===== src/rtl/mofn_seq_pkg.sv =====
package mofn_seq_pkg;

  typedef enum logic [1:0] {
    ST_IDLE  = 2'd0,
    ST_APPLY = 2'd1,
    ST_DONE  = 2'd2
  } seq_state_e;

  // number of n-bit words with exactly k ones
  function automatic int unsigned binom(input int unsigned n, input int unsigned k);
    int unsigned r;
    r = 1;
    for (int unsigned i = 0; i < k; i++) begin
      r = r * (n - i) / (i + 1);
    end
    return r;
  endfunction

endpackage


===== src/rtl/mofn_code_gen.sv =====
module mofn_code_gen #(
  parameter int unsigned N = 6,
  parameter int unsigned M = 3
) (
  input  logic         clk,
  input  logic         rst_n,
  input  logic         load_i,
  input  logic         step_i,
  output logic [N-1:0] code_o
);

  localparam logic [N-1:0] FIRST_CODE = N'((64'd1 << M) - 64'd1);

  // next larger word with the same number of ones
  function automatic logic [N-1:0] next_code(input logic [N-1:0] c);
    logic [N-1:0] r;
    int p;
    int q;
    logic fp;
    logic fq;
    p  = 0;
    q  = N;
    fp = 1'b0;
    fq = 1'b0;
    for (int b = 0; b < N; b++) begin
      if (!fp && c[b]) begin
        p  = b;
        fp = 1'b1;
      end else if (fp && !fq && !c[b]) begin
        q  = b;
        fq = 1'b1;
      end
    end
    r = '0;
    for (int b = 0; b < N; b++) begin
      if (b > q)               r[b] = c[b];
      else if (b == q)         r[b] = 1'b1;
      else if (b < q - p - 1)  r[b] = 1'b1;
    end
    return r;
  endfunction

  logic [N-1:0] code_q;

  always_ff @(posedge clk or negedge rst_n) begin
    if (!rst_n)      code_q <= FIRST_CODE;
    else if (load_i) code_q <= FIRST_CODE;
    else if (step_i) code_q <= next_code(code_q);
  end

  assign code_o = code_q;


  code_ascending_chk: assert property (@(posedge clk) disable iff (!rst_n)
    (step_i && !load_i) |=> (code_o > $past(code_o)));

endmodule


===== src/rtl/mofn_settle_timer.sv =====
module mofn_settle_timer #(
  parameter int unsigned SET_W = 4
) (
  input  logic             clk,
  input  logic             rst_n,
  input  logic             load_i,
  input  logic [SET_W-1:0] val_i,
  input  logic             run_i,
  output logic             expire_o
);

  function automatic logic [SET_W-1:0] eff_settle(input logic [SET_W-1:0] v);
    return (v == '0) ? SET_W'(1) : v;
  endfunction

  logic [SET_W-1:0] cnt_q;

  always_ff @(posedge clk or negedge rst_n) begin
    if (!rst_n)                         cnt_q <= SET_W'(1);
    else if (load_i)                    cnt_q <= eff_settle(val_i);
    else if (run_i && cnt_q != SET_W'(1)) cnt_q <= cnt_q - SET_W'(1);
  end

  assign expire_o = run_i && (cnt_q == SET_W'(1));


  settle_nonzero_chk: assert property (@(posedge clk) disable iff (!rst_n)
    run_i |-> (cnt_q != '0));

endmodule


===== src/rtl/mofn_prod_bitmap.sv =====
module mofn_prod_bitmap #(
  parameter int unsigned P     = 24,
  parameter int unsigned CNT_W = 5
) (
  input  logic             clk,
  input  logic             rst_n,
  input  logic             clr_i,
  input  logic             cap_i,
  input  logic [CNT_W-1:0] idx_i,
  input  logic [CNT_W-1:0] cnt_i,
  input  logic             mode_i,
  input  logic             ref_i,
  output logic [P-1:0]     map_o
);

  // activity scan marks high references, self-test marks low ones
  function automatic logic flag_of(input logic mode, input logic r);
    return mode ? ~r : r;
  endfunction

  logic [P-1:0] map_q;

  for (genvar b = 0; b < P; b++) begin : g_bit
    logic hit;
    assign hit = cap_i && (idx_i == CNT_W'(b)) && (CNT_W'(b) < cnt_i);
    always_ff @(posedge clk or negedge rst_n) begin
      if (!rst_n)     map_q[b] <= 1'b0;
      else if (clr_i) map_q[b] <= 1'b0;
      else if (hit)   map_q[b] <= flag_of(mode_i, ref_i);
    end
  end

  assign map_o = map_q;


  map_hold_chk: assert property (@(posedge clk) disable iff (!rst_n)
    (!clr_i && !cap_i) |=> $stable(map_o));

endmodule


===== src/rtl/mofn_select_seq.sv =====
module mofn_select_seq
  import mofn_seq_pkg::*;
#(
  parameter int unsigned DEC_LINES = 6,
  parameter int unsigned DEC_ONES  = DEC_LINES / 2,
  parameter int unsigned MAX_PROD  = 24,
  parameter int unsigned SET_W     = 4,
  localparam int unsigned CNT_W    = $clog2(MAX_PROD + 1)
) (
  input  logic                 clk,
  input  logic                 rst_n,
  input  logic                 start_i,
  input  logic                 scan_mode_i,
  input  logic [SET_W-1:0]     settle_i,
  input  logic [CNT_W-1:0]     nprod_t_i,
  input  logic [CNT_W-1:0]     nprod_c_i,
  input  logic                 ref_t_i,
  input  logic                 ref_c_i,
  output logic [DEC_LINES-1:0] dec_code_o,
  output logic                 dec_valid_o,
  output logic                 pin_force_o,
  output logic                 busy_o,
  output logic                 done_o,
  output logic [MAX_PROD-1:0]  map_t_o,
  output logic [MAX_PROD-1:0]  map_c_o
);

  localparam int unsigned NUM_CODES = binom(DEC_LINES, DEC_ONES);

  // codewords applied: larger count, clipped by bitmap width and code supply
  function automatic logic [CNT_W-1:0] scan_len(input logic [CNT_W-1:0] a,
                                                 input logic [CNT_W-1:0] b);
    int unsigned r;
    r = (a > b) ? 32'(a) : 32'(b);
    if (r > MAX_PROD)  r = MAX_PROD;
    if (r > NUM_CODES) r = NUM_CODES;
    return CNT_W'(r);
  endfunction

  seq_state_e       state_q;
  logic [CNT_W-1:0] idx_q;
  logic [CNT_W-1:0] len_q;
  logic [CNT_W-1:0] cnt_t_q;
  logic [CNT_W-1:0] cnt_c_q;
  logic [SET_W-1:0] settle_q;
  logic             mode_q;

  logic             start_acc;
  logic             sample_evt;
  logic             last_code;
  logic             applying;
  logic [CNT_W-1:0] len_new;
  logic [DEC_LINES-1:0] gen_code;

  assign applying   = (state_q == ST_APPLY);
  assign start_acc  = start_i && (state_q == ST_IDLE);
  assign len_new    = scan_len(nprod_t_i, nprod_c_i);
  assign last_code  = (idx_q == len_q - CNT_W'(1));

  always_ff @(posedge clk or negedge rst_n) begin
    if (!rst_n) begin
      state_q  <= ST_IDLE;
      idx_q    <= '0;
      len_q    <= '0;
      cnt_t_q  <= '0;
      cnt_c_q  <= '0;
      settle_q <= '0;
      mode_q   <= 1'b0;
    end else begin
      case (state_q)
        ST_IDLE: begin
          if (start_acc) begin
            mode_q   <= scan_mode_i;
            settle_q <= settle_i;
            cnt_t_q  <= nprod_t_i;
            cnt_c_q  <= nprod_c_i;
            len_q    <= len_new;
            idx_q    <= '0;
            state_q  <= (len_new == '0) ? ST_DONE : ST_APPLY;
          end
        end
        ST_APPLY: begin
          if (sample_evt) begin
            if (last_code) state_q <= ST_DONE;
            else           idx_q   <= idx_q + CNT_W'(1);
          end
        end
        default: state_q <= ST_IDLE;
      endcase
    end
  end

  mofn_code_gen #(.N(DEC_LINES), .M(DEC_ONES)) u_gen (
    .clk    (clk),
    .rst_n  (rst_n),
    .load_i (start_acc),
    .step_i (sample_evt && !last_code),
    .code_o (gen_code)
  );

  mofn_settle_timer #(.SET_W(SET_W)) u_timer (
    .clk      (clk),
    .rst_n    (rst_n),
    .load_i   (start_acc || (sample_evt && !last_code)),
    .val_i    (start_acc ? settle_i : settle_q),
    .run_i    (applying),
    .expire_o (sample_evt)
  );

  mofn_prod_bitmap #(.P(MAX_PROD), .CNT_W(CNT_W)) u_map_t (
    .clk    (clk),
    .rst_n  (rst_n),
    .clr_i  (start_acc),
    .cap_i  (sample_evt),
    .idx_i  (idx_q),
    .cnt_i  (cnt_t_q),
    .mode_i (mode_q),
    .ref_i  (ref_t_i),
    .map_o  (map_t_o)
  );

  mofn_prod_bitmap #(.P(MAX_PROD), .CNT_W(CNT_W)) u_map_c (
    .clk    (clk),
    .rst_n  (rst_n),
    .clr_i  (start_acc),
    .cap_i  (sample_evt),
    .idx_i  (idx_q),
    .cnt_i  (cnt_c_q),
    .mode_i (mode_q),
    .ref_i  (ref_c_i),
    .map_o  (map_c_o)
  );

  assign dec_valid_o = applying;
  assign dec_code_o  = applying ? gen_code : '0;
  assign pin_force_o = applying && mode_q;
  assign busy_o      = applying;
  assign done_o      = (state_q == ST_DONE);


  code_weight_chk: assert property (@(posedge clk) disable iff (!rst_n)
    dec_valid_o |-> ($countones(dec_code_o) == DEC_ONES));


  idx_bound_chk: assert property (@(posedge clk) disable iff (!rst_n)
    busy_o |-> (idx_q < len_q));


  force_steady_chk: assert property (@(posedge clk) disable iff (!rst_n)
    (busy_o && $past(busy_o)) |-> $stable(pin_force_o));


  done_single_chk: assert property (@(posedge clk) disable iff (!rst_n)
    done_o |=> !done_o);


  start_ignored_chk: assert property (@(posedge clk) disable iff (!rst_n)
    (busy_o && !sample_evt) |=> ($stable(idx_q) && $stable(len_q) && busy_o));

endmodule


===== config.mk =====
export PLATFORM = sky130hd
export DESIGN_NAME = mofn_select_seq
export DESIGN_NICKNAME = d
export VERILOG_FILES = /design/src/rtl/mofn_seq_pkg.sv /design/src/rtl/mofn_code_gen.sv /design/src/rtl/mofn_settle_timer.sv /design/src/rtl/mofn_prod_bitmap.sv /design/src/rtl/mofn_select_seq.sv
export SDC_FILE = /design/constraint.sdc
export NUM_CORES = 1
export LEC_CHECK = 0
export BUFFER_PORTS_ARGS = -buffer_cell sky130_fd_sc_hd__buf_2
export CELL_PAD_IN_SITES_DETAIL_PLACEMENT = 1
export CELL_PAD_IN_SITES_GLOBAL_PLACEMENT = 1
export CORE_UTILIZATION = 25
export CTS_CLUSTER_DIAMETER = 150
export DETAILED_ROUTE_END_ITERATION = 16
export PLACE_DENSITY_LB_ADDON = 0.1
export SETUP_SLACK_MARGIN = 0.4
export SKIP_LAST_GASP = 1
export SLEW_MARGIN = 20
export SYNTH_ARGS = -nofsm -noshare
export SYNTH_HDL_FRONTEND = slang
export SYNTH_SLANG_ARGS = --single-unit

===== constraint.sdc =====
create_clock -name clk -period 3.01 [get_ports clk]
set_input_delay 0.4515 -clock clk [delete_from_list [all_inputs] [get_ports clk]]
set_output_delay 0.4515 -clock clk [all_outputs]
set_load 0.03 [all_outputs]

==> results of run 1 <==
-- power by group through the flow --
stage	sequential, mW	combinational [mW]	clock [mW]
after global routing	2.00	3.33	1.25
after detailed placement	1.95	2.78	0
final	1.94	3.01	1.17
after floorplan	1.83	1.99	0
after CTS	1.93	2.94	1.21
after global placement	1.94	2.73	0
-- synthesized netlist by cell type (9+ instances only) --
cell,count
dfrtp_1,81
nand2_1,69
o21ai_0,47
nand3_1,40
clkbuf_1,31
o211ai_1,30
a21oi_1,27
inv_1,22
nor2_1,18
ha_1,16
mux2i_1,16
o31ai_1,14
nand2b_1,9
nor3_1,9
-- sequential cells by signal, summed over array words and instances (netlist names) --
| name | flops |
|---|---|
| u_map_c.map_o | 24 |
| u_map_t.map_o | 24 |
| u_gen.code_o | 6 |
| cnt_c_q | 5 |
| cnt_t_q | 5 |
| idx_q | 5 |
| len_q | 5 |
| settle_q | 4 |
| u_timer.cnt_q | 4 |
| state_q | 2 |
| mode_q | 1 |
-- final cells by class --
cell class,instances,area (µm²),share of cell area (%)
multi-input combinational,411,2688,43.61
sequential,85,2133,34.62
timing repair buffer,105,614.3,9.970
tap,265,331.6,5.381
clock buffer,13,270.3,4.386
inverter,22,82.58,1.340
clock inverter,3,42.54,0.6904
-- per-layer routing --
metal / vias up / wire, µm
met1: 2283 / 7764
met4: 0 / 278
met2: 85 / 7749
met3: 15 / 536
li1: 2196 / -
met5: - / 0
-- metrics by stage --
step                      setup slack (ns)  hold slack [ns]  util [%]  power (mW)
after global placement              0.3063           0.4748     29.19       4.671
after detailed placement            0.2141           0.4837     29.19       4.730
after CTS                           0.4150           0.1393     31.28       6.076
after global routing                0.2451           0.1636     31.56       6.580
final                               0.4103           0.1189     31.56       6.125
after floorplan                     0.5273           0.1559         -       3.811
-- worst max-delay path: stages, from the launching register on --
cell,delay [ns]
dfstp_2,0.62
nor2_1,0.07
o21bai_1,0.21
ha_2,0.24
fa_2,0.19
inv_2,0.03
fa_1,0.53
nand2b_1,0.13
a21oi_2,0.16
o21ai_0,0.09
o21ai_1,0.14
nand3_1,0.09
-- path summary, 6_finish.rpt --
| path | startpoint | end | slack (ns) | cells past startpoint |
|---|---|---|---|---|
| max reg2reg | u_gen.code_o[2] | u_gen.code_o[2] | 0.41 | 11 |
| min in group clk | scan_mode_i | mode_q | 0.31 | 3 |
| max in group asynchronous | rst_n | u_gen.code_o[2] | 2.17 | 2 |
| max | u_gen.code_o[2] | u_gen.code_o[2] | 0.41 | 11 |
| min reg2reg | u_map_t.map_o[3] | u_map_t.map_o[3] | 0.49 | 2 |
| min | rst_n | u_map_c.map_o[4] | 0.12 | 1 |
-- logic make-up after synthesis --
group,share of synthesized area (%)
AO/OA/AOI/OAI,21.61
XOR/XNOR,1.225
adder cells (fa/ha/maj),4.801
buffers and inverters,5.026
flip-flops,42.61
multiplexers,3.876
AND/OR/NAND/NOR,20.86
-- what timing repair did --
| action | CTS | global route |
|---|---|---|
| pin swaps | 3 | 6 |
| setup endpoints to repair | 6 | 16 |
| hold buffers | 0 | 0 |
| buffers inserted | 9 | 2 |
| resized for setup | 9 | 11 |
==> flow_summary.yaml, run 1 <==
logic_synthesis:
  ys_warn_count: 0
  async_flop_share_pct: 100.0
  synthCells: 559
  seq_area_frac_synth_pct: 42.61
  syn-cell-area_um2: 5004
  synth_top_area_share_pct: 40.51
  ys_types: 67
  synthFlopType: "dfrtp_1"
  synth_seq_cells: 85
  avgSynthCellArea_um2: 8.951
  synthTopCellsByArea: "dfrtp_1, nand2_1, o21ai_0, o211ai_1, ha_1"
  synthesis.nets: 597
  synth_edf_count: 0
  yosysTopAreaCell: "dfrtp_1"
clocking:
  cts_buffers: 9
  root_buffer: "clkbuf_16"
  cts.htree.levels: 3
  clock_path_buffers: 2
  path_clk_slew_ns: 0.06
  cts_tree: "yes"
  clk-insertion-delay-late_ns: 0.34
  clock_sinks: 85
run_status:
  status: "complete, no violations"
layout:
  stdcell_count: 904
  drive_gt1_share_pct: 24.41
  most-common-layout-cells: "dfrtp_1, buf_2, nand2_1"
  final_nets: 672
  layout_commonest_cell: "dfrtp_1"
  n_fill_cell: 2297
  area_delta_synth_final_pct: 23.16
  diodes: 0
  final_cell_area_um2: 6162
place:
  port_buffers: 77
  placed_area_um2: 5699
  dp_hpwl_um: 11900
  place_inst: 877
  place_congestion: 0.8121
run:
  drv_cap: 0
sta:
  hold_viol_final: 0
  finClkSkew_ns: 0.005802
  finalCriticalPeriod_ns: 2.600
  slew_violations: 0
  fin_crit_sh_pct: 86.37
  fin_tns_setup_ns: 0
  finalSetupViolCount: 0
  fmax_mhz: 384.7
  tightest_slew_ns: 0.8529
  slew_headroom_pct: 43.00
  rsz0062_at_grt: "yes"
worst_setup_path:
  cp.required_ns: 3.24
  criticalPathCategory: "reg2reg"
  cp-start-kind: "flop"
  end_kind: "flop"
  cp_max_fo: 7
  crit_arrival_ns: 2.83
global_route:
  grt_pass1_vias: 4664
  met1_usage_pct: 22.07
  grt_max_degree: 61
  use_met2_pct: 26.78
  grt_usage_pct: 16.42
  met3_usage_pct: 1.899
  grt.busiest_layer: "met2"
  antenna_found_initial: 0
  grt_remaining_overflow: 0
  grt_pass1_wl_um: 25740
detailed_routing:
  viasPerCell: 5.065
  vias: 4579
  wirelength_um: 16330
  drt_pre_antenna_iters: 4
  wl_per_cell_um: 18.06
  route.detailed.drc: 0
  drt_iter0_markers: 179
  ant_nets: 0
power:
  swShare_pct: 45.67
  powerDensity_nw_per_um2: 994.0
  power.clock.fraction_pct: 19.1
  p_int_mw: 3.328
  seqPwrFrac_pct: 31.7
  p_sw_mw: 2.797
  p_leak_nw: 2.832
  ir_worst_vdd_uv: 370.1
  p_comb_share_pct: 49.2
floorplan:
  core_area_um2: 19530
  ioPinCount: 78
  rows: 51
  die_w_um: 143.5
  die_area_um2: 20580
  start_util_pct: 25.62
  die_h_um: 143.5
hold_path:
  hold_path_class: "in2async"
Note: power is estimated with default switching activity, not from simulation.
==> run 2, diff against run 1 <==
Settings changed: CORE_MARGIN from default to 3.
==> run 2 against run 1 <==
  * Clock power hardly changed
  * Worst hold slack better by 0.046 ns
  * Combinational power is 4% higher
  * Sequential power is 4% lower
  * Via count is 1.1% lower
  * Clock skew is 0.0026 ns higher
  * Count of clock-buffer cells in the layout stayed put
  * Critical path depth is 1 lower
  * Worst setup slack worse by 0.0070 ns
  * Final cell count is 0.11% lower
  * Critical endpoint is now u_gen.code_o[1]
==> flow_summary.yaml, run 2 (same netlist as run 1, synthesis figures left out) <==
sta:
  finalCriticalPeriod_ns: 2.607
  hold_viol_final: 0
  fin_crit_sh_pct: 86.60
  slew_violations: 0
  rsz0062_at_grt: "yes"
  fin_tns_setup_ns: 0
  finalSetupViolCount: 0
  fmax_mhz: 383.6
  tightest_slew_ns: 0.7282
  slew_headroom_pct: 51.46
  finClkSkew_ns: 0.008388
floorplan:
  rows: 51
  ioPinCount: 78
  core_area_um2: 19590
  start_util_pct: 25.54
  die_h_um: 147.5
  die_area_um2: 21750
  die_w_um: 147.5
power:
  power.clock.fraction_pct: 19.0
  seqPwrFrac_pct: 30.3
  p_sw_mw: 2.803
  p_leak_nw: 2.854
  p_comb_share_pct: 50.7
  ir_worst_vdd_uv: 578.4
  p_int_mw: 3.374
  swShare_pct: 45.38
  powerDensity_nw_per_um2: 996.6
clocking:
  ctsHoldBuffers: 0
  clock_sinks: 85
  root_buffer: "clkbuf_16"
  cts.htree.levels: 3
  path_clk_slew_ns: 0.06
  cts_tree: "yes"
  cts_buffers: 9
  clk-insertion-delay-late_ns: 0.34
  clock_path_buffers: 2
global_route:
  grt_pass1_vias: 4651
  grt_remaining_overflow: 0
  grt_pass1_wl_um: 26230
  grt_usage_pct: 15.11
  antenna_found_initial: 0
  grt_max_degree: 85
detailed_routing:
  wl_per_cell_um: 17.95
  vias: 4528
  viasPerCell: 5.014
  drt_iter0_markers: 220
  wl_met2_um: 7444
  route.detailed.drc: 0
  wirelength_um: 16210
  top_layer_used: "met4"
  met1Wirelength_um: 7983
  ant_nets: 0
  drt_pre_antenna_iters: 4
  met3_length_um: 576
layout:
  stdcell_count: 903
  regArea_um2: 2136
  n_fill_cell: 2314
  most-common-layout-cells: "dfrtp_1, buf_2, nand2_1"
  layout_commonest_cell: "dfrtp_1"
  final_util_pct: 31.64
  drive_gt1_share_pct: 25.39
  final_nets: 671
  multi_input_area_um2: 2720
  final_cell_area_um2: 6198
  diodes: 0
  area_delta_synth_final_pct: 23.88
hold_path:
  hold_path_class: "in2async"
place:
  dp_hpwl_um: 11610
  place_congestion: 0.8442
  placed_area_um2: 5712
  port_buffers: 77
  place_inst: 877
worst_setup_path:
  criticalPathCategory: "reg2reg"
  cp.required_ns: 3.28
  crit_arrival_ns: 2.88
  end_kind: "flop"
  cp_max_fo: 8
  reg2reg_depth: 10
  cp-start-kind: "flop"
run_status:
  status: "complete, no violations"
run:
  drv_cap: 0
run 2: metal layers:
metal / vias to the layer above / global-route usage [%]
met1: 2249 / 21.12
li1: 2188 / -
met3: 12 / 2.759
met5: - / 0
met4: 0 / 4.147
met2: 79 / 24.17
run 2: critical path: stages (launching register included):
cell      delay, ns
dfstp_2        0.62
nor2b_4        0.07
o211ai_1       0.18
ha_2           0.22
fa_2           0.19
inv_2          0.04
fa_1           0.60
nand2b_4       0.09
o21ai_2        0.16
a21oi_1        0.09
a211o_1        0.27
run 2: cell type report:
class	instances	area share, %
clock buffers	13	4.360
repair buffers	104	9.931
multi-input cells	411	43.88
inverters	22	1.332
flip-flops and latches	85	34.46
clock inverters	3	0.6863
well taps	265	5.349
run 2: power groups by stage:
| stage | registers (mW) | clock network, mW | logic, mW |
|---|---|---|---|
| after floorplan | 1.83 | 0 | 1.99 |
| after global placement | 1.87 | 0 | 2.81 |
| after detailed placement | 1.88 | 0 | 2.83 |
| after CTS | 1.87 | 1.22 | 2.85 |
| after global routing | 1.94 | 1.27 | 3.48 |
| final | 1.87 | 1.17 | 3.13 |
run 2: worst paths after layout:
check	from	end	slack (ns)
hold reg to reg	settle_q[0]	settle_q[0]	0.48
setup reg to reg	u_gen.code_o[2]	u_gen.code_o[1]	0.40
hold / removal	rst_n	u_map_c.map_o[4]	0.17
setup / recovery	u_gen.code_o[2]	u_gen.code_o[1]	0.40
min in group clk	scan_mode_i	mode_q	0.30
max in group asynchronous	rst_n	u_gen.code_o[1]	2.11
run 2: repair_timing:
item | 4_1_cts | 5_1_grt
gates resized for setup | 3 | 24
endpoints found under the setup margin | 10 | 18
setup buffers | 0 | 10
pin swaps | 0 | 9
run 2: stage by stage:
stage | hold slack, ns | power, mW | worst slack [ns]
after floorplan | 0.1559 | 3.811 | 0.5273
after global placement | 0.4633 | 4.680 | 0.3010
after detailed placement | 0.4724 | 4.713 | 0.2739
after CTS | 0.1883 | 5.944 | 0.3819
after global routing | 0.2191 | 6.684 | 0.2796
final | 0.1652 | 6.177 | 0.4033
==> run 3, diff against run 2 <==
Settings changed: CELL_PAD_IN_SITES_DETAIL_PLACEMENT 1 to 0.
==> run 3 against run 2 <==
  * Combinational power decreased by 3%
  * Wire length decreased by 3.0%
  * Critical path depth increased by 3
  * Flip-flop and latch count unchanged
  * Via count decreased by 0.44%
  * Worst setup slack got worse by 0.083 ns
  * Largest cell class unchanged
  * Utilization about the same
  * Die area unchanged
  * Clock skew decreased by 0.0024 ns
==> flow_summary.yaml, run 3 (same netlist as run 1, synthesis figures left out) <==
clocking:
  cts.htree.levels: 3
  cts_buffers: 9
  cts_tree: "yes"
  clock_sinks: 85
  clock_path_buffers: 2
  path_clk_slew_ns: 0.06
  ctsHoldBuffers: 0
  clk-insertion-delay-late_ns: 0.34
  root_buffer: "clkbuf_16"
sta:
  rsz0062_at_grt: "yes"
  fin_crit_sh_pct: 89.35
  slew_headroom_pct: 51.23
  tightest_slew_ns: 0.7315
  slew_violations: 0
  hold_viol_final: 0
  finalCriticalPeriod_ns: 2.689
  finalSetupViolCount: 0
  fin_ws_ns: 0.3207
  hold_ws_ns: 0.1670
  fin_tns_setup_ns: 0
  fmax_mhz: 371.8
  finClkSkew_ns: 0.005944
detailed_routing:
  drt_pre_antenna_iters: 4
  vias: 4508
  ant_nets: 0
  top_layer_used: "met4"
  viasPerCell: 4.998
  wl_per_cell_um: 17.43
  route.detailed.drc: 0
  wl_met2_um: 7253
  met1Wirelength_um: 7588
  wirelength_um: 15720
  drt_iter0_markers: 270
  met3_length_um: 643
floorplan:
  rows: 51
  die_h_um: 147.5
  core_area_um2: 19590
  die_w_um: 147.5
  die_area_um2: 21750
  start_util_pct: 25.54
  ioPinCount: 78
layout:
  area_delta_synth_final_pct: 23.71
  regArea_um2: 2135
  multi_input_area_um2: 2688
  drive_gt1_share_pct: 24.18
  diodes: 0
  n_fill_cell: 2089
  layout_commonest_cell: "dfrtp_1"
  final_nets: 670
  final_util_pct: 31.60
  most-common-layout-cells: "dfrtp_1, buf_2, nand2_1"
power:
  power_mw: 6.214
  ir_worst_vdd_uv: 686.4
  p_leak_nw: 2.842
  powerDensity_nw_per_um2: 1004
worst_setup_path:
  cp_max_fo: 5
  cpPeakStageDelay_ns: 0.55
  cp-start-kind: "flop"
  crit_arrival_ns: 2.96
  end_kind: "flop"
  critical_path.slowest_cell: "fa_1"
  path_cells: "inv_1 -> a21oi_1 -> nor2_1 -> o21bai_1 -> ha_2 -> fa_1 -> inv_2 -> fa_1 -> nand2b_1 -> buf_4 -> nor3_2 -> nor3_2 -> a211o_1"
  cp.required_ns: 3.28
  criticalPathCategory: "reg2reg"
place:
  dp_hpwl_um: 11080
  port_buffers: 77
  pre_cts_ws_ns: 0.2727
  place_congestion: 0.8442
global_route:
  grt_remaining_overflow: 0
  antenna_found_initial: 0
  grt_max_degree: 85
  grt_usage_pct: 14.62
  grt_pass1_vias: 4443
  grt_pass1_wl_um: 25120
run:
  drv_cap: 0
hold_path:
  hold_path_class: "in2async"
run_status:
  status: "complete, no violations"
[run 3: changes by cell type in the layout (fill, tap and decap cells not counted), sizes merged]
cell,before,now
buf,104,103
bufinv,1,3
clkbuf,13,12
clkinvlp,1,0
[run 3: timing repair]
action / 4_1_cts / 5_1_grt
pin swaps: 0 / 6
gates cloned: 0 / 0
buffers inserted: 0 / 9
endpoints found under the setup margin: 11 / 15
gates resized for setup: 4 / 18
[run 3: critical path, delay by kind of cell, from the launching register on]
family,cells,cell delay [ns]
flip-flops,1,0.44
AO/OA/AOI/OAI,3,0.56
adder cells (fa/ha/maj),3,0.97
AND/OR/NAND/NOR,4,0.35
buffers and inverters,3,0.30
[run 3: area by class of cell]
cell class | instances | area share (%)
clock buffer | 12 | 3.982
clock inverter | 4 | 1.536
inverter | 22 | 1.334
multi-input combinational | 411 | 43.42
sequential | 85 | 34.49
tap | 265 | 5.357
timing repair buffer | 103 | 9.885
[run 3: per-layer routing]
metal,vias to the layer above,track usage (%)
met1,2195,20.78
li1,2199,-
met2,97,22.79
met4,0,5.033
met3,17,2.238
met5,-,0
[run 3: stage by stage]
stage | cell area (µm²) | instances
after floorplan | 5004 | 559
after global placement | 5712 | 877
after detailed placement | 5712 | 877
after CTS | 6071 | 893
after global routing | 6190 | 902
final | 6190 | 902
[run 3: path summary, 6_finish.rpt]
check | from | end | slack (ns) | cells after the start
max | u_gen.code_o[4] | u_gen.code_o[0] | 0.32 | 13
min | rst_n | u_map_c.map_o[6] | 0.17 | 1
max reg2reg | u_gen.code_o[4] | u_gen.code_o[0] | 0.32 | 13
min reg2reg | settle_q[0] | settle_q[0] | 0.49 | 2
max in group asynchronous | rst_n | u_gen.code_o[1] | 2.12 | 2
min in group clk | scan_mode_i | mode_q | 0.29 | 3
[run 3: report_power, final]
group	switching [mW]	internal [mW]	total [mW]
clock network	0.472	0.834	1.31
registers	0.404	1.46	1.86
logic	1.88	1.16	3.05
total	2.76	3.46	6.21
